`src/rtl/mcl_pkg.sv`:
```
package mcl_pkg;
  // Phase of a row slot, derived from the position counter
  typedef enum logic [1:0] {
    PH_SHIFT = 2'd0,
    PH_GAP   = 2'd1,
    PH_STORE = 2'd2
  } mcl_phase_e;

  // Number of chained registers: row select, red plane, green plane
  localparam int STAGES = 3;
  // Idle cycles between last shift and storage pulse, and pulse length
  localparam int GAP_CYC   = 2;
  localparam int STORE_CYC = 2;
endpackage

```
`src/rtl/mcl_frame_store.sv`:
```
module mcl_frame_store #(
  parameter int ROWS   = 8,
  parameter int REG_W  = 8,
  parameter int ROW_AW = 3
) (
  input  logic              clk,
  input  logic              rst_n,
  input  logic              wr_en,
  input  logic [ROW_AW-1:0] wr_row,
  input  logic [REG_W-1:0]  wr_red,
  input  logic [REG_W-1:0]  wr_green,
  input  logic [ROW_AW-1:0] rd_row,
  output logic [REG_W-1:0]  rd_red,
  output logic [REG_W-1:0]  rd_green
);
  logic [REG_W-1:0] red_q [ROWS];
  logic [REG_W-1:0] grn_q [ROWS];

  for (genvar r = 0; r < ROWS; r++) begin : g_row
    always_ff @(posedge clk) begin
      if (!rst_n) begin
        red_q[r] <= '0;
        grn_q[r] <= '0;
      end else if (wr_en && (wr_row == ROW_AW'(r))) begin
        red_q[r] <= wr_red;
        grn_q[r] <= wr_green;
      end
    end

    // a write to this row is visible on the next cycle
    assert_store_write_R8: assert property (@(posedge clk) disable iff (!rst_n)
      (wr_en && (wr_row == ROW_AW'(r))) |=>
        (red_q[r] == $past(wr_red)) && (grn_q[r] == $past(wr_green)));
  end

  assign rd_red   = red_q[rd_row];
  assign rd_green = grn_q[rd_row];
endmodule

```
`src/rtl/mcl_oe_pwm.sv`:
```
module mcl_oe_pwm #(
  parameter int PWM_BITS = 4
) (
  input  logic                clk,
  input  logic                rst_n,
  input  logic [PWM_BITS-1:0] level,
  output logic                oe_n
);
  logic [PWM_BITS-1:0] cnt_q;
  logic                oe_n_q;

  always_ff @(posedge clk) begin
    if (!rst_n) begin
      cnt_q  <= '0;
      oe_n_q <= 1'b1;
    end else begin
      cnt_q  <= cnt_q + 1'b1;
      oe_n_q <= !(cnt_q < level);
    end
  end

  assign oe_n = oe_n_q;

  // zero level keeps the panel dark
  assert_dark_at_zero_R9: assert property (@(posedge clk) disable iff (!rst_n)
    (level == '0) |=> oe_n_q);
  // any non-zero level lights the panel at the start of a period
  assert_on_at_start_R9: assert property (@(posedge clk) disable iff (!rst_n)
    ((cnt_q == '0) && (level != '0)) |=> !oe_n_q);
endmodule

```
`src/rtl/mcl_row_shifter.sv`:
```
module mcl_row_shifter
  import mcl_pkg::*;
#(
  parameter int ROWS   = 8,
  parameter int REG_W  = 8,
  parameter int ROW_AW = 3
) (
  input  logic              clk,
  input  logic              rst_n,
  output logic [ROW_AW-1:0] rd_row,
  input  logic [REG_W-1:0]  rd_red,
  input  logic [REG_W-1:0]  rd_green,
  output logic              sdata,
  output logic              sclk,
  output logic              latch
);
  localparam int WORD_W    = STAGES * REG_W;
  localparam int SHIFT_LEN = 2 * WORD_W;
  localparam int PERIOD    = SHIFT_LEN + GAP_CYC + STORE_CYC;
  localparam int POS_W     = $clog2(PERIOD);
  localparam int GAP_END   = SHIFT_LEN + GAP_CYC;

  logic [POS_W-1:0]  pos_q;
  logic [ROW_AW-1:0] row_q;
  logic [WORD_W-1:0] snap_q;
  logic              sdata_q, sclk_q, latch_q;

  mcl_phase_e        phase;
  logic [ROW_AW-1:0] next_row;
  logic [REG_W-1:0]  next_sel;
  logic [WORD_W-1:0] next_word;
  logic              row_end;

  always_comb begin
    if (pos_q < POS_W'(SHIFT_LEN))    phase = PH_SHIFT;
    else if (pos_q < POS_W'(GAP_END)) phase = PH_GAP;
    else                              phase = PH_STORE;
  end

  assign row_end  = (pos_q == POS_W'(PERIOD - 1));
  assign next_row = (row_q == ROW_AW'(ROWS - 1)) ? '0 : row_q + 1'b1;
  assign rd_row   = next_row;

  always_comb begin
    next_sel           = '0;
    next_sel[next_row] = 1'b1;
    next_word          = {next_sel, rd_red, rd_green};
  end

  always_ff @(posedge clk) begin
    if (!rst_n) begin
      pos_q   <= '0;
      row_q   <= '0;
      snap_q  <= {{(REG_W-1){1'b0}}, 1'b1, {(2*REG_W){1'b0}}};
      sdata_q <= 1'b0;
      sclk_q  <= 1'b0;
      latch_q <= 1'b0;
    end else begin
      unique case (phase)
        PH_SHIFT: begin
          sclk_q  <= pos_q[0];
          sdata_q <= snap_q[WORD_W-1];
          latch_q <= 1'b0;
          if (pos_q[0]) snap_q <= {snap_q[WORD_W-2:0], 1'b0};
        end
        PH_GAP: begin
          sclk_q  <= 1'b0;
          sdata_q <= 1'b0;
          latch_q <= 1'b0;
        end
        default: begin
          sclk_q  <= 1'b0;
          sdata_q <= 1'b0;
          latch_q <= 1'b1;
        end
      endcase
      if (row_end) begin
        pos_q  <= '0;
        row_q  <= next_row;
        snap_q <= next_word;
      end else begin
        pos_q <= pos_q + 1'b1;
      end
    end
  end

  assign sdata = sdata_q;
  assign sclk  = sclk_q;
  assign latch = latch_q;

  // data held through every high phase of the shift clock
  assert_data_hold_R3: assert property (@(posedge clk) disable iff (!rst_n)
    sclk_q |-> $stable(sdata_q));
  // storage clock and shift clock never high together
  assert_latch_alone_R5: assert property (@(posedge clk) disable iff (!rst_n)
    !(latch_q && sclk_q));
  // storage pulse lasts exactly two cycles
  assert_latch_width_R5: assert property (@(posedge clk) disable iff (!rst_n)
    $rose(latch_q) |=> latch_q);
  assert_latch_end_R5: assert property (@(posedge clk) disable iff (!rst_n)
    (latch_q && $past(latch_q)) |=> !latch_q);
  // shift clock alternates, never high two cycles running
  assert_sclk_half_R2: assert property (@(posedge clk) disable iff (!rst_n)
    sclk_q |=> !sclk_q);
endmodule

```
`src/rtl/matrix_chain_loader.sv`:
```
module matrix_chain_loader #(
  parameter int ROWS     = 8,
  parameter int REG_W    = 8,
  parameter int PWM_BITS = 4,
  localparam int ROW_AW  = (ROWS > 1) ? $clog2(ROWS) : 1
) (
  input  logic                clk,
  input  logic                rst_n,
  input  logic                wr_en,
  input  logic [ROW_AW-1:0]   wr_row,
  input  logic [REG_W-1:0]    wr_red,
  input  logic [REG_W-1:0]    wr_green,
  input  logic [PWM_BITS-1:0] dim_level,
  output logic                sr_data,
  output logic                sr_clk,
  output logic                sr_latch,
  output logic                sr_oe_n
);
  logic [ROW_AW-1:0] rd_row;
  logic [REG_W-1:0]  rd_red, rd_green;

  mcl_frame_store #(.ROWS(ROWS), .REG_W(REG_W), .ROW_AW(ROW_AW)) u_store (
    .clk      (clk),
    .rst_n    (rst_n),
    .wr_en    (wr_en),
    .wr_row   (wr_row),
    .wr_red   (wr_red),
    .wr_green (wr_green),
    .rd_row   (rd_row),
    .rd_red   (rd_red),
    .rd_green (rd_green)
  );

  mcl_row_shifter #(.ROWS(ROWS), .REG_W(REG_W), .ROW_AW(ROW_AW)) u_shift (
    .clk      (clk),
    .rst_n    (rst_n),
    .rd_row   (rd_row),
    .rd_red   (rd_red),
    .rd_green (rd_green),
    .sdata    (sr_data),
    .sclk     (sr_clk),
    .latch    (sr_latch)
  );

  mcl_oe_pwm #(.PWM_BITS(PWM_BITS)) u_pwm (
    .clk   (clk),
    .rst_n (rst_n),
    .level (dim_level),
    .oe_n  (sr_oe_n)
  );
endmodule

```
`config.mk`:
```
export PLATFORM = sky130hd
export DESIGN_NAME = matrix_chain_loader
export DESIGN_NICKNAME = d
export VERILOG_FILES = /design/src/rtl/mcl_pkg.sv /design/src/rtl/mcl_frame_store.sv /design/src/rtl/mcl_oe_pwm.sv /design/src/rtl/mcl_row_shifter.sv /design/src/rtl/matrix_chain_loader.sv
export SDC_FILE = /design/constraint.sdc
export NUM_CORES = 1
export LEC_CHECK = 0
export ABC_AREA = 1
export ABC_CLOCK_PERIOD_IN_PS = 3740
export BUFFER_PORTS_ARGS = -buffer_cell sky130_fd_sc_hd__buf_4
export CORE_MARGIN = 2
export CORE_UTILIZATION = 65
export CTS_BUF_LIST = sky130_fd_sc_hd__clkbuf_8
export CTS_CLUSTER_DIAMETER = 200
export CTS_CLUSTER_SIZE = 10
export DETAILED_ROUTE_END_ITERATION = 12
export PLACE_DENSITY = 0.81
export SYNTH_ARGS = -nofsm -noshare
export SYNTH_HDL_FRONTEND = slang
export SYNTH_HIERARCHICAL = 1
export SYNTH_SLANG_ARGS = --single-unit
```
`constraint.sdc`:
```
create_clock -name clk -period 3.74 [get_ports clk]
set_input_delay 0.748 -clock clk [delete_from_list [all_inputs] [get_ports clk]]
set_output_delay 0.748 -clock clk [all_outputs]
set_load 0.01 [all_outputs]
```
# --- After elaboration in Yosys (flattened, before gate mapping) ---
# Memory sizes are Yosys's and may differ from the RTL's.
# Cells that the tools add are included.
classes:
  bitwise_logic: 17
  n_mux: 50
  n_lt_le_gt_ge: 5
  n_addsub: 3
  eq_ne: 10
  n_reduce_logical: 18
op_table:
  columns: ["operator", "count"]
  rows:
  - ["2-to-1 mux 8 bit", 16]
  - ["2-to-1 mux 24 bit", 3]
  - ["2-to-1 mux 1 bit", 27]
  - ["OR 1 bit", 16]
  - ["== test 3 bit (second input constant)", 5]
  - ["less-than comparator 6 bit (second input constant)", 2]
  - ["logical AND 1 bit", 9]
  - ["adder 6 x 1 -> 6 bit (second input constant)", 1]
  - ["== test 3 x 2 -> 1 bit (second input constant)", 2]
  - ["== test 6 bit (second input constant)", 1]
  - ["adder 4 x 1 -> 4 bit (second input constant)", 1]
  - ["less-than comparator 3 x 4 -> 1 bit (second input constant)", 1]
  - ["less-than comparator 4 bit", 1]
  - ["2-to-1 mux 2 bit", 2]
  - ["AND reduction 2 bit", 2]
  - ["nonzero test 2 bit", 2]
  - ["OR reduction 2 bit", 2]
  - ["adder 3 x 1 -> 3 bit (second input constant)", 1]
  - ["demux 1 bit (select 3 bit)", 1]
  - ["== test 3 x 1 -> 1 bit (second input constant)", 1]
  - [">= comparator 3 x 1 -> 1 bit (second input constant)", 1]
  - ["zero test 3 bit", 1]
  - ["2-to-1 mux 3 bit", 1]
  - ["== test 2 x 1 -> 1 bit (second input constant)", 1]
  - ["3 further kinds", 3]
word_totals:
  input_bits: 26
  regBits: 41
  output_inout_bits: 4
  ram_bits: 128
  mem_count: 2
mem_list:
  columns: ["name", "words", "width", "read_ports", "rd_clocked_by_memory_dff", "wr", "line_no", "source"]
  rows:
  - ["u_store.grn_q", 8, 8, 1, 0, 8, "mcl_frame_store.sv:17", "logic [REG_W-1:0] grn_q [ROWS];"]
  - ["u_store.red_q", 8, 8, 1, 0, 8, "mcl_frame_store.sv:16", "logic [REG_W-1:0] red_q [ROWS];"]

# --- Depth between registers and ports, before layout ---
depth:
  depth_word: 7
  depth_mapped: 16
  mapped_depth_nobuf: 14

# --- By module ---
# Netlist, hierarchy kept.
by_module_without_submodules:
  columns: ["module", "seq_area_each_um2", "area_per_inst_um2", "instances", "cells_per_inst"]
  rows:
  - ["mcl_frame_store", 3843.7, 6478.7, 1, 742]
  - ["mcl_row_shifter", 720.7, 1739.2, 1, 247]
  - ["mcl_oe_pwm", 100.1, 262.8, 1, 35]

# --- Worst setup path before layout ---
# OpenSTA, ideal clock, no wires.
synth_timing:
  kind: "input to register"
  start: "input port wr_en"
  end: "memory u_store.grn_q[7][0] (enable)"
  n_path_buf: 0
  arrival_time_ns: 2.009
  path_slack_ns: 1.320
  stages: 2
  path_cell_list: "nand2_1 o21ai_0"
synth_rtl:
  columns: ["item", "line_no", "source"]
  rows:
  - ["start, declared", "matrix_chain_loader.sv:9", "input logic wr_en,"]
  - ["end, declared", "mcl_frame_store.sv:17", null]

# --- Worst setup path after layout ---
layout_timing:
  start: "register u_shift.row_q[0]"
  end: "register u_shift.snap_q[14]"
layout_via:
  elab_chain_len: 4
  elab_cells_between_ends: 5
  cone_classes: "1 x add/sub; 1 x eq/ne; 2 x mux; 1 x memory"
layout_lines:
  columns: ["item", "line_no", "source"]
  rows:
  - ["start, declared", "mcl_row_shifter.sv:24", "logic [ROW_AW-1:0] row_q;"]
  - ["start signal, assigned", "mcl_row_shifter.sv:79", "row_q <= next_row;"]
  - ["adder 3 x 1 -> 3 bit / == test 3 bit (equally long branches)", "mcl_row_shifter.sv:41", "assign next_row = (row_q == ROW_AW'(ROWS - 1)) ? '0 : row_q + 1'b1;"]
  - ["2-to-1 mux 3 bit *", "mcl_row_shifter.sv:41", null]
  - ["via rd_row[0]", "matrix_chain_loader.sv:19", "logic [ROW_AW-1:0] rd_row;"]
  - ["memory (8 x 8 bit) *", null, null]
  - ["via rd_red[6]", "matrix_chain_loader.sv:20", "logic [REG_W-1:0] rd_red, rd_green;"]
  - ["2-to-1 mux 24 bit *", "mcl_row_shifter.sv:77", "if (row_end) begin"]
  - ["end signal, assigned", "mcl_row_shifter.sv:54", "snap_q <= {{(REG_W-1){1'b0}}, 1'b1, {(2*REG_W){1'b0}}};"]
  - ["end signal, assigned", "mcl_row_shifter.sv:64", "if (pos_q[0]) snap_q <= {snap_q[WORD_W-2:0], 1'b0};"]
  - ["end signal, assigned", "mcl_row_shifter.sv:80", "snap_q <= next_word;"]
  - ["end, declared", "mcl_row_shifter.sv:25", "logic [WORD_W-1:0] snap_q;"]
# Mark *: on every way through the listed nets, which the timed path passes. The rest lies on a longest branch.
# A chain may end at the register's enable or synchronous reset.

==> out/qor.yml <==
timing:
  setup_ws_ns: 1.17
  max_freq_mhz: 389
  holdWs_ns: 0.475
  worst_slew_pin_slew_ns: 1.02
  drv_slew: 0
  setup-tns-final_ns: 0
  clock_skew_ns: 0.0136
  period_needed_ns: 2.57
  fin_crit_sh_pct: 68.8
  slew_headroom_pct: 31.8
  hold_viol: 0
  rsz0062_at_grt: "false"
  finalSetupViolCount: 0
route:
  initialDrtViolationCount: 749
  wl_met2_um: 9150
  num_vias: 6500
  wl_per_cell_um: 16.0
  drc: 0
  routed_wl_um: 19500
  viasPerCell: 5.34
  ant_nets: 0
  top_layer_used: "met4"
  wl_met1_um: 7790
  wl_met3_um: 1960
  dr.pass1.iters: 6
cts:
  cts_setup_buffers: 0
  htreeDepth: 4
  clk_latency_ns: 0.46
  clk_pin_slew_ns: 0.08
  cts-root-buf: "clkbuf_8"
  tritoncts.num_buffers: 17
  ctsHoldBuffers: 0
  clock_sinks: 169
  cts_buffer_depth: 2
  cts_tree: "built"
  cts_resized: 0
power:
  peakVddDrop_v: 0.000272
  power.density_nw_per_um2: 405
  swShare_pct: 24.1
  clockPowerShare_pct: 33.5
  comb_power_share_pct: 7.7
  leakage_uw: 0.00429
  sequentialPowerShare_pct: 58.8
  p_int_uw: 2780
  switching_power_uw: 883
final_layout:
  drive_above_1_share_pct: 9.66
  multi_input_area_um2: 2810
  nFillCells: 1010
  regArea_um2: 4660
  layout.nets: 1066
  n_antenna_cell: 0
  synthToLayoutAreaGrowth_pct: 6.61
  final_area_um2: 9040
  final_core_util_pct: 71.4
yosys:
  synth-simple-area-share_pct: 30.0
  synth_compound_area_share_pct: 1.83
  ys_seq_area_share_pct: 55.0
  yosysWarnings: 6
  synthMuxAreaShare_pct: 0
  synth_fa_ha_area_share_pct: 1.03
  ys_ff_latch: 169
  synthXorXnorAreaFrac_pct: 0.207
  avgSynthCellArea_um2: 8.28
  ys_types: 30
  synth_nets: 1057
  synth_top_family_by_area: "simple AND/OR/NAND/NOR gates"
  syn_area_um2: 8480
  syn_inst: 1024
critical_path:
  critPathKind: "reg2reg"
  cp-end-kind: "flop"
  timing.rr.start: "u_shift/row_q[0]"
  r2r_setup_slack_ns: 1.17
  required_ns: 4.06
  cp_data_arrival_time_ns: 2.89
  worstPathMaxFanout: 39
  rr_worst_depth: 14
  start_kind: "flop"
  worstReg2RegEnd: "u_shift/snap_q[14]"
floorplanning:
  die_h_um: 118
  die_area_um2: 14000
  fp.dieW_um: 118
  fp-row-count: 41
  io_pins: 30
  initial_core_util_pct: 66.9
  core_um2: 12700
min_path:
  hp-start: "u_pwm/cnt_q[0]"
  hold-path-cell-count: 1
  hp-class: "reg2reg"
  hold_path_end: "u_pwm/cnt_q[0]"
global_routing:
  first_global_vias: 6108
  grt.overflow.total: 0
  grt_pass1_wl_um: 30600
  grt_max_degree: 71
  antenna_found_initial: 0
  grt_usage_pct: 28.6
status:
  status: "complete, no violations"
placed_design:
  dp_hpwl_um: 11300
  place.gp.congestion: 0.797
  placement.io_buffers: 29
  dp_slack_ns: 1.23
  dpl_cell_area_um2: 8670
run:
  drv_cap: 0
==> cell usage after synthesis <==
cell / n / area share (%)
xor2_1: 1 / 0.10
a21oi_1: 17 / 1.0
inv_2: 8 / 0.35
nor2_2: 13 / 0.96
nor2_4: 3 / 0.40
ha_1: 7 / 1.0
nand2_1: 293 / 13
nand3_4: 8 / 1.7
o21ai_0: 10 / 0.59
nand2_4: 3 / 0.40
o22ai_1: 1 / 0.074
clkinv_1: 1 / 0.044
buf_2: 18 / 1.1
nor3_1: 4 / 0.24
nand3b_1: 3 / 0.27
a21oi_2: 1 / 0.10
nand3_1: 107 / 6.3
nor3b_2: 1 / 0.15
xnor2_1: 1 / 0.10
nor2_8: 1 / 0.24
nor3b_1: 1 / 0.089
clkbuf_1: 11 / 0.49
buf_6: 12 / 1.6
and3_1: 1 / 0.074
o21ai_1: 1 / 0.059
nor2_1: 142 / 6.3
edfxtp_1: 128 / 45
inv_1: 183 / 8.1
buf_4: 3 / 0.27
dfxtp_1: 41 / 9.7
==> cell usage in the layout, fill, tap and decap left out, types with 3 or more instances in the layout <==
master,Yosys,final
a21oi_1,17,17
buf_4,3,34
clkbuf_8,0,17
clkinv_1,1,3
clkinv_2,0,3
clkinv_4,0,4
dfxtp_1,41,41
edfxtp_1,128,128
ha_1,7,7
inv_1,183,185
inv_2,8,8
nand2_1,293,293
nand2_4,3,3
nand3_1,107,107
nand3_4,8,8
nand3b_1,3,3
nor2_1,142,141
nor2_2,13,13
nor2_4,3,4
nor3_1,4,4
o21ai_0,10,9
==> registers in the layout, indices dropped and copies added (netlist names) <==
name and cells:
u_store/grn_q 64, u_store/red_q 64, u_shift/snap_q 24, u_shift/pos_q 6, u_pwm/cnt_q 4, u_shift/row_q 3, u_pwm/oe_n 1, u_shift/latch 1
u_shift/sclk 1, u_shift/sdata 1
==> area by class of cell <==
| type | count | area share, % |
|---|---|---|
| Multi-Input combinational cell | 619 | 31.1 |
| Timing Repair Buffer | 34 | 2.82 |
| Clock buffer | 17 | 2.59 |
| Clock inverter | 15 | 1.52 |
| Inverter | 192 | 7.97 |
| Tap cell | 172 | 2.38 |
| Sequential cell | 169 | 51.6 |
==> how the worst max path moves through the flow <==
stage	startpoint	to	slack (ns)	cells after the start
2_1_floorplan	wr_en	u_store/grn_q[7][0]	1.32	2
3_3_place_gp	u_shift/row_q[0]	u_shift/snap_q[9]	1.35	14
3_5_place_dp	u_shift/row_q[0]	u_shift/snap_q[14]	1.23	14
4_1_cts	u_shift/row_q[0]	u_shift/snap_q[14]	1.22	14
5_1_grt	u_shift/row_q[0]	u_shift/snap_q[14]	0.98	14
6_report	u_shift/row_q[0]	u_shift/snap_q[14]	1.17	14
==> metal layers <==
metal	global-route usage, %	vias up
li1	-	3175
met3	5.89	49
met1	38.5	2961
met2	45.4	315
met5	0	-
met4	12.0	0
==> metrics by stage <==
step | instances | power (uW)
final | 1218 | 3660
after floorplan | 1024 | 2380
after detailed placement | 1186 | 2480
after global placement | 1186 | 2460
after CTS | 1218 | 3680
after global routing | 1218 | 3790
==> logic make-up (layout without fill, tap and decap cells) <==
logic type | Yosys count | after routing
simple gates | 580 | 580
buf+inv | 236 | 258
flops | 169 | 169
compound gates | 30 | 30
fa+ha+maj | 7 | 7
xor+xnor | 2 | 2
==> worst max-delay path, cell delays in order, from the launching register on <==
cell and delay [ns]:
dfxtp_1 0.41, ha_1 0.17, ha_1 0.21, nor2_4 0.05, inv_2 0.50, buf_4 0.40, nand2_1 0.09, nand3_1 0.08
nand2_1 0.08, nand2_1 0.09, nand2_1 0.07, nand3_1 0.08, nand2_1 0.07, inv_1 0.06, a21oi_1 0.06
==> power by group through the flow <==
stage / registers, uW / clock network, uW / logic, uW
after floorplan: 2190 / 0 / 191
after global placement: 2190 / 0 / 271
after detailed placement: 2200 / 0 / 278
after CTS: 2150 / 1240 / 279
after global routing: 2160 / 1310 / 314
final: 2150 / 1230 / 281
Power figures use the tool's default switching activity.
